### config.mk
export PLATFORM = sky130hd
export DESIGN_NAME = omega_router
export DESIGN_NICKNAME = d
export VERILOG_FILES = /design/src/rtl/omega_pkg.sv /design/src/rtl/omega_sw_ctrl.sv /design/src/rtl/omega_sw_dp.sv /design/src/rtl/omega_router.sv
export SDC_FILE = /design/constraint.sdc
export NUM_CORES = 1
export LEC_CHECK = 0
export ABC_CLOCK_PERIOD_IN_PS = 800
export BUFFER_PORTS_ARGS = -buffer_cell sky130_fd_sc_hd__buf_2
export CELL_PAD_IN_SITES_DETAIL_PLACEMENT = 1
export CELL_PAD_IN_SITES_GLOBAL_PLACEMENT = 1
export CORE_MARGIN = 2
export CORE_UTILIZATION = 49
export CTS_CLUSTER_SIZE = 20
export DETAILED_ROUTE_END_ITERATION = 16
export GPL_TIMING_DRIVEN = 1
export PLACE_DENSITY = 0.88
export SYNTH_ARGS = -nofsm -noshare
export SYNTH_HDL_FRONTEND = slang
export SYNTH_HIERARCHICAL = 1
export SYNTH_SLANG_ARGS = --single-unit
### constraint.sdc
create_clock -name clk -period 0.8 [get_ports clk]
set_input_delay 0.04 -clock clk [delete_from_list [all_inputs] [get_ports clk]]
set_output_delay 0.04 -clock clk [all_outputs]
set_load 0.02 [all_outputs]
### src/rtl/omega_pkg.sv
package omega_pkg;

  typedef enum logic [1:0] {
    SW_STRAIGHT = 2'd0,
    SW_CROSS    = 2'd1,
    SW_UP_BCAST = 2'd2,
    SW_LO_BCAST = 2'd3
  } swSetting_e;

  typedef struct packed {
    swSetting_e setting;
    logic       dropUpper;
    logic       dropLower;
  } swStrobe_t;

endpackage

### src/rtl/omega_sw_ctrl.sv
module omega_sw_ctrl
  import omega_pkg::*;
(
  input  logic      uValid,
  input  logic      uBcast,
  input  logic      uBit,
  input  logic      lValid,
  input  logic      lBcast,
  input  logic      lBit,
  output swStrobe_t strobe
);

  always_comb begin
    strobe = '{setting: SW_STRAIGHT, dropUpper: 1'b0, dropLower: 1'b0};
    if (uValid && lValid) begin
      if (uBcast) begin
        strobe.setting   = SW_UP_BCAST;
        strobe.dropLower = 1'b1;
      end else if (lBcast) begin
        strobe.setting   = SW_LO_BCAST;
        strobe.dropUpper = 1'b1;
      end else begin
        // upper packet decides the setting; lower loses on a clash
        strobe.setting   = uBit ? SW_CROSS : SW_STRAIGHT;
        strobe.dropLower = (uBit == lBit);
      end
    end else if (uValid) begin
      strobe.setting = uBcast ? SW_UP_BCAST : (uBit ? SW_CROSS : SW_STRAIGHT);
    end else if (lValid) begin
      strobe.setting = lBcast ? SW_LO_BCAST : (lBit ? SW_STRAIGHT : SW_CROSS);
    end
  end

endmodule

### src/rtl/omega_sw_dp.sv
module omega_sw_dp
  import omega_pkg::*;
#(
  parameter int LW = 16
) (
  input  logic          uValid,
  input  logic [LW-1:0] uLink,
  input  logic          lValid,
  input  logic [LW-1:0] lLink,
  input  swStrobe_t     strobe,
  output logic          oUValid,
  output logic [LW-1:0] oULink,
  output logic          oLValid,
  output logic [LW-1:0] oLLink
);

  logic uLive, lLive;

  assign uLive = uValid & ~strobe.dropUpper;
  assign lLive = lValid & ~strobe.dropLower;

  always_comb begin
    case (strobe.setting)
      SW_CROSS: begin
        oUValid = lLive; oULink = lLink;
        oLValid = uLive; oLLink = uLink;
      end
      SW_UP_BCAST: begin
        oUValid = uLive; oULink = uLink;
        oLValid = uLive; oLLink = uLink;
      end
      SW_LO_BCAST: begin
        oUValid = lLive; oULink = lLink;
        oLValid = lLive; oLLink = lLink;
      end
      default: begin
        oUValid = uLive; oULink = uLink;
        oLValid = lLive; oLLink = lLink;
      end
    endcase
  end

endmodule

### src/rtl/omega_router.sv
module omega_router
  import omega_pkg::*;
#(
  parameter int N = 8,
  parameter int W = 8,
  parameter int AW = $clog2(N)
) (
  input  logic            clk,
  input  logic            rstN,
  input  logic [N-1:0]    inValid,
  input  logic [N-1:0]    inBcast,
  input  logic [N*AW-1:0] inDest,
  input  logic [N*W-1:0]  inData,
  output logic [N-1:0]    outValid,
  output logic [N*W-1:0]  outData,
  output logic [N-1:0]    outBlocked
);

  localparam int HALF    = N / 2;
  localparam int SRC_LO  = W;
  localparam int DEST_LO = W + AW;
  localparam int BC_BIT  = W + 2 * AW;
  localparam int LW      = BC_BIT + 1;

  // link bundle: {bcast, dest, src, data}
  logic          lnkValid [AW+1][N];
  logic [LW-1:0] lnkBus   [AW+1][N];
  logic [N-1:0]  blkChain [AW+1];

  for (genvar i = 0; i < N; i++) begin : g_in
    assign lnkValid[0][i] = inValid[i];
    assign lnkBus[0][i]   = {inBcast[i], inDest[i*AW +: AW], AW'(i), inData[i*W +: W]};
  end

  assign blkChain[0] = '0;

  for (genvar k = 0; k < AW; k++) begin : g_stage
    swStrobe_t    strobes [HALF];
    logic [N-1:0] blkHere;

    // shuffle: link s feeds upper input, link s+HALF the lower input of switch s
    for (genvar s = 0; s < HALF; s++) begin : g_sw
      omega_sw_ctrl u_ctrl (
        .uValid (lnkValid[k][s]),
        .uBcast (lnkBus[k][s][BC_BIT]),
        .uBit   (lnkBus[k][s][DEST_LO + AW - 1 - k]),
        .lValid (lnkValid[k][s+HALF]),
        .lBcast (lnkBus[k][s+HALF][BC_BIT]),
        .lBit   (lnkBus[k][s+HALF][DEST_LO + AW - 1 - k]),
        .strobe (strobes[s])
      );

      omega_sw_dp #(.LW(LW)) u_dp (
        .uValid  (lnkValid[k][s]),
        .uLink   (lnkBus[k][s]),
        .lValid  (lnkValid[k][s+HALF]),
        .lLink   (lnkBus[k][s+HALF]),
        .strobe  (strobes[s]),
        .oUValid (lnkValid[k+1][2*s]),
        .oULink  (lnkBus[k+1][2*s]),
        .oLValid (lnkValid[k+1][2*s+1]),
        .oLLink  (lnkBus[k+1][2*s+1])
      );
    end

    always_comb begin
      blkHere = '0;
      for (int s = 0; s < HALF; s++) begin
        if (lnkValid[k][s] && strobes[s].dropUpper)
          blkHere[lnkBus[k][s][SRC_LO +: AW]] = 1'b1;
        if (lnkValid[k][s+HALF] && strobes[s].dropLower)
          blkHere[lnkBus[k][s+HALF][SRC_LO +: AW]] = 1'b1;
      end
    end

    assign blkChain[k+1] = blkChain[k] | blkHere;
  end

  logic [N-1:0]   nextValid;
  logic [N*W-1:0] nextData;

  always_comb begin
    for (int j = 0; j < N; j++) begin
      nextValid[j]       = lnkValid[AW][j];
      nextData[j*W +: W] = lnkValid[AW][j] ? lnkBus[AW][j][W-1:0] : '0;
    end
  end

  always_ff @(posedge clk or negedge rstN) begin
    if (!rstN) begin
      outValid   <= '0;
      outData    <= '0;
      outBlocked <= '0;
    end else begin
      outValid   <= nextValid;
      outData    <= nextData;
      outBlocked <= blkChain[AW];
    end
  end

  // ---------------- assertions ----------------
  for (genvar j = 0; j < N; j++) begin : g_chk
    // a surviving unicast copy leaves the last stage on its own destination link
    assert_dest_match_R2: assert property (@(posedge clk) disable iff (!rstN)
      (lnkValid[AW][j] && !lnkBus[AW][j][BC_BIT]) |-> (lnkBus[AW][j][DEST_LO +: AW] == AW'(j)));
  end

  assert_bcast_fanout_R6: assert property (@(posedge clk) disable iff (!rstN)
    ($countones(inValid) == 1 && (inValid & inBcast) != '0) |=> (outValid == {N{1'b1}}));

  assert_single_unblocked_R8: assert property (@(posedge clk) disable iff (!rstN)
    ($countones(inValid) == 1) |=> (outBlocked == '0));

  assert_idle_quiet_R10: assert property (@(posedge clk) disable iff (!rstN)
    (inValid == '0) |=> (outValid == '0 && outBlocked == '0 && outData == '0));

  assert_unicast_conserve_R5: assert property (@(posedge clk) disable iff (!rstN)
    ((inValid & inBcast) == '0) |=>
      (($countones(outValid) + $countones(outBlocked)) == $countones($past(inValid))));

endmodule

==> results.yml, run 1 <==
place:
  gp_congestion: 1.021
  detailed_place.area_sq_mm: 0.01245
  dp.final_hpwl_microns: 36860
  numPortBuffers: 185
  dp_slack_ns: -3.545
die:
  die_y_microns: 142.1
  die_x_microns: 142.1
  rows: 50
  io_pins: 186
  start_util: 0.4993
clock_tree:
  cts_made_buffers: 9
  hold_buffers: 1
  htree_levels: 3
  cts_setup_buffers: 74
  clk_path_buf_depth: 2
  clk_root_buffer_cell: "clkbuf_16"
  postCtsResizedCells: 469
outcome:
  haltStage: "4_1_cts"
  stop_error: "[ERROR DPL-0033] detailed placement checks failed during check placement."
  status: "aborted with a tool error"
logic_synthesis:
  synth_area_per_cell_sq_um: 10.42
  yosys_warnings: 6
  synth_area_sq_mm: 0.009340
  syn_inst: 896
-- stage by stage --
stage,cells,hold slack [ns]
2_1_floorplan,942,-0.2556
3_3_place_gp,1542,-0.07783
3_5_place_dp,1542,-0.08794
==> run 2, diff against run 1 <==
--- a/config.mk
+++ b/config.mk
@@ -7,14 +7,11 @@
 export LEC_CHECK = 0
 export ABC_CLOCK_PERIOD_IN_PS = 800
 export BUFFER_PORTS_ARGS = -buffer_cell sky130_fd_sc_hd__buf_2
-export CELL_PAD_IN_SITES_DETAIL_PLACEMENT = 1
-export CELL_PAD_IN_SITES_GLOBAL_PLACEMENT = 1
 export CORE_MARGIN = 2
-export CORE_UTILIZATION = 49
-export CTS_CLUSTER_SIZE = 20
+export CORE_UTILIZATION = 40
 export DETAILED_ROUTE_END_ITERATION = 16
 export GPL_TIMING_DRIVEN = 1
-export PLACE_DENSITY = 0.88
+export PLACE_DENSITY_LB_ADDON = 0.15
 export SYNTH_ARGS = -nofsm -noshare
 export SYNTH_HDL_FRONTEND = slang
 export SYNTH_HIERARCHICAL = 1
==> results.yml, run 2 <==
place:
  dp.cells: 1633
  gp_congestion: 0.9543
  dp_slack_ns: -3.195
  numPortBuffers: 185
  detailed_place.area_sq_mm: 0.01265
  dp.final_hpwl_microns: 26570
power_and_ir_drop:
  p_int_mw: 29.14
  leakagePower_nw: 7.354
  p_switching_mw: 18.14
  ir_drop_mv: 2.688
  power_density_mw_per_mm2: 3077
  combPwrFrac: 0.774
  p_sw_frac: 0.3837
  pwr-share-clk: 0.094
  p_seq_frac: 0.133
die:
  die_x_microns: 156.8
  start_util: 0.4101
  core_sq_mm: 0.02278
  die_area_sq_mm: 0.02459
  io_pins: 186
  die_y_microns: 156.8
  rows: 55
sta:
  hold_viol: 0
  final.min_clock_period_ns: 3.557
  setup_slack_ns: -2.757
  fin_crit_sh: 4.446
  drv_slew: 0
  max_clock_freq_mhz: 281.1
  worst_pin_slew_ns: 0.6451
  setup_violations: 160
  rsz0062_at_grt: "true"
  whs_ns: 0.09174
  slew-limit-headroom: 0.5660
detailed_routing:
  vias_per_cell: 5.251
  dr_wl_met3_microns: 1834
  top_layer: "met4"
  routed_wl_microns: 35370
  antenna_left: 0
  drt_first_pass_iters: 5
  drc: 0
  num_vias: 9026
  wl_per_cell_microns: 20.58
  m1WireLength_microns: 16390
  wl_met2_microns: 16600
  drtIter0Drc: 607
clock_tree:
  cts_tree: "yes"
  clk_path_buf_depth: 2
  cts_made_buffers: 9
  cts.sinks: 80
  clk_root_buffer_cell: "clkbuf_16"
  path_clk_slew_ns: 0.07
  htree_levels: 3
outcome:
  violations: "setup timing"
  status: "complete, but fails checks"
finish:
  post-route-cell-area_sq_mm: 0.01536
  final_core_util: 0.6745
  areaGrowthSynthToFinish_pct: 64.49
  drive_gt1_frac: 0.7055
  layout_commonest_cell: "buf_4"
  antenna_cells: 0
  layout.cells.most_common_list: "buf_4 (239), mux2_2 (143), mux2_4 (137)"
  nFillCells: 1768
  largest_register_ffs: 64
  final_cells: 1719
  reg_top3: "outData: 64 flops, outBlocked: 8 flops, outValid: 8 flops"
  nNetsFinal: 1532
  regMostFlops: "outData"
logic_synthesis:
  syn_inst: 896
  synth_area_sq_mm: 0.009340
  synth_area_per_cell_sq_um: 10.42
  yosys_warnings: 6
critical_path:
  critPathArrivalTime_ns: 3.85
  critPathKind: "input pin to flip-flop"
  worst_ep_required_time_ns: 1.09
  critPathCaptureType: "flip-flop"
  crit_path_start_kind: "input pin"
  worst-path-max-fanout: 5
global_routing:
  grt_pass1_wl_microns: 52810
  grt_max_degree: 36
  grt_use_total: 0.2852
  grt_pass1_vias: 9073
  grt_overflow: 0
  antenna_found_initial: 0
worst_hold_path:
  hold_class: "input pin to async pin"
flow_run:
  maxCapViolations: 0
-- run 2: timing repair --
action                                  4_1_cts  5_1_grt
endpoints found under the setup margin      160      160
buffers inserted                             47       19
cloned                                       10        0
pin swaps                                    93       69
hold endpoints to repair                     80        0
resized for setup                           380       83
hold buffers                                  1        0
-- run 2: critical path, stage by stage --
cell,delay [ns]
buf_8,0.11
nor2b_4,0.09
o21ai_1,0.06
a32o_2,0.26
ha_4,0.17
nor2_4,0.15
mux2_4,0.36
nor2b_4,0.12
o21ai_2,0.06
a32o_2,0.27
ha_4,0.17
nor2_4,0.14
mux2_4,0.36
nor2b_4,0.12
o21ai_2,0.06
a32o_2,0.28
ha_4,0.17
nor2_4,0.16
clkbuf_16,0.19
mux2i_4,0.32
and2_4,0.19
-- run 2: per-stage QoR --
step	total power, mW	TNS [ns]
4_1_cts	45.09	-217.29
5_1_grt	49.35	-231.55
2_1_floorplan	24.94	-236.74
3_5_place_dp	31.87	-247.46
6_report	47.27	-220.27
3_3_place_gp	31.74	-243.72
-- run 2: power groups by stage --
stage | registers [mW] | clock network, mW | logic, mW
2_1_floorplan | 7.79 | 0 | 17.1
3_3_place_gp | 5.98 | 0 | 25.8
3_5_place_dp | 5.97 | 0 | 25.9
4_1_cts | 6.26 | 4.53 | 34.3
5_1_grt | 6.38 | 4.63 | 38.3
6_report | 6.27 | 4.42 | 36.6
-- run 2: worst paths after layout --
path	to	cells after the start	slack, ns	from
setup / recovery	outData[3]$_DFF_PN0_	21	-2.76	inBcast[7]
hold / removal	outData[29]$_DFF_PN0_	2	0.09	rstN
max in group asynchronous	outData[50]$_DFF_PN0_	3	0.23	rstN
min in group clk	outBlocked[2]$_DFF_PN0_	4	0.12	inValid[2]
-- run 2: layout make-up --
type	instances	area, sq um	area share
clock buffer	9	225.2	0.01466
inverter	28	105.1	0.006841
multi-input combinational	803	8511	0.5540
tap	313	391.6	0.02549
timing repair buffer	480	4068	0.2648
clock inverter	6	61.31	0.003991
sequential	80	2002	0.1303
-- run 2: metal layers --
| metal | global-route usage | vias to the layer above |
|---|---|---|
| li1 | - | 4268 |
| met1 | 0.4036 | 4415 |
| met2 | 0.4691 | 310 |
| met3 | 0.03185 | 33 |
| met4 | 0.05854 | 0 |
| met5 | 0 | - |
Note: power is estimated with default switching activity, not from simulation.
==> run 3, diff against run 2 <==
--- a/config.mk
+++ b/config.mk
@@ -9,6 +9,7 @@
 export BUFFER_PORTS_ARGS = -buffer_cell sky130_fd_sc_hd__buf_2
 export CORE_MARGIN = 2
 export CORE_UTILIZATION = 40
+export CTS_BUF_LIST = sky130_fd_sc_hd__clkbuf_4 sky130_fd_sc_hd__clkbuf_8
 export DETAILED_ROUTE_END_ITERATION = 16
 export GPL_TIMING_DRIVEN = 1
 export PLACE_DENSITY_LB_ADDON = 0.15
==> results.yml, run 3 (same netlist as run 2, synthesis figures left out) <==
place:
  gp_congestion: 0.9543
  dp.final_hpwl_microns: 26570
  numPortBuffers: 185
  dp.cells: 1633
critical_path:
  critPathCaptureType: "flip-flop"
  critPathArrivalTime_ns: 3.82
  worst-path-max-fanout: 5
  critPathKind: "input pin to flip-flop"
  worst_ep_required_time_ns: 1.11
  crit_path_start_kind: "input pin"
finish:
  regMostFlops: "outData"
  nNetsFinal: 1520
  layout_commonest_cell: "buf_4"
  final_cells: 1707
  largest_register_ffs: 64
  areaGrowthSynthToFinish_pct: 61.65
  regArea_sq_mm: 0.002002
  reg_top3: "outData: 64 flops, outBlocked: 8 flops, outValid: 8 flops"
  multi_input_area_sq_mm: 0.008466
  drive_gt1_frac: 0.6966
  nFillCells: 1817
  antenna_cells: 0
  layout.cells.most_common_list: "buf_4 (233), mux2_2 (141), mux2_4 (139)"
sta:
  setup_slack_ns: -2.707
  whs_ns: 0.04413
  hold_viol: 0
  rsz0062_at_grt: "true"
  worst_pin_slew_ns: 0.6138
  max_clock_freq_mhz: 285.1
  drv_slew: 0
  setup_violations: 160
  slew-limit-headroom: 0.5870
  fin_crit_sh: 4.384
  final.min_clock_period_ns: 3.507
outcome:
  violations: "setup timing"
  status: "complete, but fails checks"
die:
  rows: 55
  core_sq_mm: 0.02278
  die_x_microns: 156.8
  die_area_sq_mm: 0.02459
  die_y_microns: 156.8
  io_pins: 186
  start_util: 0.4101
global_routing:
  antenna_found_initial: 0
  grt_pass1_wl_microns: 50580
  grt_pass1_vias: 8936
  grt_max_degree: 36
  grt_use_total: 0.2720
  grt_overflow: 0
worst_hold_path:
  hold_depth: 3
  hold_end: "outBlocked[5]$_DFF_PN0_"
  hold_class: "input pin to flip-flop"
  worstHoldStart: "inValid[5]"
clock_tree:
  cts_tree: "yes"
  clk_path_buf_depth: 2
  clk_root_buffer_cell: "clkbuf_8"
  cts.sinks: 80
  htree_levels: 3
  cts_made_buffers: 9
  path_clk_slew_ns: 0.10
detailed_routing:
  drtIter0Drc: 455
  drc: 0
  routed_wl_microns: 34700
  num_vias: 8882
  vias_per_cell: 5.203
  wl_per_cell_microns: 20.33
  drt_first_pass_iters: 5
  antenna_left: 0
power_and_ir_drop:
  leakagePower_nw: 7.213
  ir_drop_mv: 2.761
  power_density_mw_per_mm2: 3051
flow_run:
  maxCapViolations: 0
## run 3: cell types whose count changed in the layout (fill, tap and decap cells not counted), moves of 6 or more
cell       before  now
clkbuf_8        0    9
buf_4         239  233
clkbuf_16      10    2
buf_6         131  122
## run 3: worst max-delay path by stage
stage                    start                       to  slack, ns  cells after the start
floorplan           inDest[23]    outData[29]$_DFF_PN0_      -3.06                     22
global route        inBcast[4]  outBlocked[1]$_DFF_PN0_      -2.90                     21
global placement    inBcast[0]     outData[1]$_DFF_PN0_      -3.15                     21
CTS                 inBcast[4]     outData[4]$_DFF_PN0_      -2.67                     22
detailed placement  inBcast[7]     outData[4]$_DFF_PN0_      -3.20                     21
finish              inBcast[7]    outData[20]$_DFF_PN0_      -2.71                     20
## run 3: area by class of cell
class                           count  area share
Tap cell                          313     0.02594
Clock buffer                        9    0.008204
Inverter                           28    0.006961
Timing Repair Buffer              468      0.2615
Multi-Input combinational cell    803      0.5607
Clock inverter                      6    0.004061
Sequential cell                    80      0.1326
## run 3: routing by layer
layer / up-vias / track usage / wire (microns)
met5: - / 0 / 0
met4: 0 / 0.05985 / 461
met3: 31 / 0.03323 / 1970
met2: 301 / 0.4467 / 16310
met1: 4300 / 0.3819 / 15960
li1: 4250 / - / -
## run 3: critical path, stage by stage
cell       delay [ns]
buf_8            0.11
nor2b_4          0.09
o21ai_1          0.05
a32o_2           0.27
ha_4             0.17
nor2_4           0.15
mux2_4           0.35
nor2b_4          0.10
o21ai_1          0.06
a32o_2           0.27
ha_4             0.31
mux2_4           0.34
nor2b_2          0.11
o21ai_1          0.08
a32o_2           0.28
ha_4             0.17
nor2_4           0.15
clkbuf_16        0.18
mux2i_4          0.32
and2_1           0.19
## run 3: where the power goes
group          internal (mW)  switching [mW]
sequential              5.54           0.708
clock                   1.42            1.88
combinational           21.2            15.3
total                   28.2            17.9
## run 3: through the flow
step	power [mW]	worst slack (ns)	util	setup TNS (ns)	cell area, sq um
2_1_floorplan	24.94	-3.063	-	-236.74	10030
3_3_place_gp	31.74	-3.147	0.5553	-243.72	12650
3_5_place_dp	31.87	-3.195	0.5553	-247.46	12650
4_1_cts	40.96	-2.675	0.6282	-220.82	14310
5_1_grt	48.23	-2.895	0.6628	-231.16	15100
6_report	46.07	-2.707	0.6628	-219.20	15100
## run 3: repair_timing
| item | CTS | global route |
|---|---|---|
| resized for setup | 295 | 152 |
| endpoints found under the hold margin | 80 | 0 |
| cloned | 7 | 4 |
| buffers inserted | 33 | 22 |
| hold buffers | 1 | 0 |
| pin swaps | 58 | 100 |
| endpoints found under the setup margin | 160 | 160 |
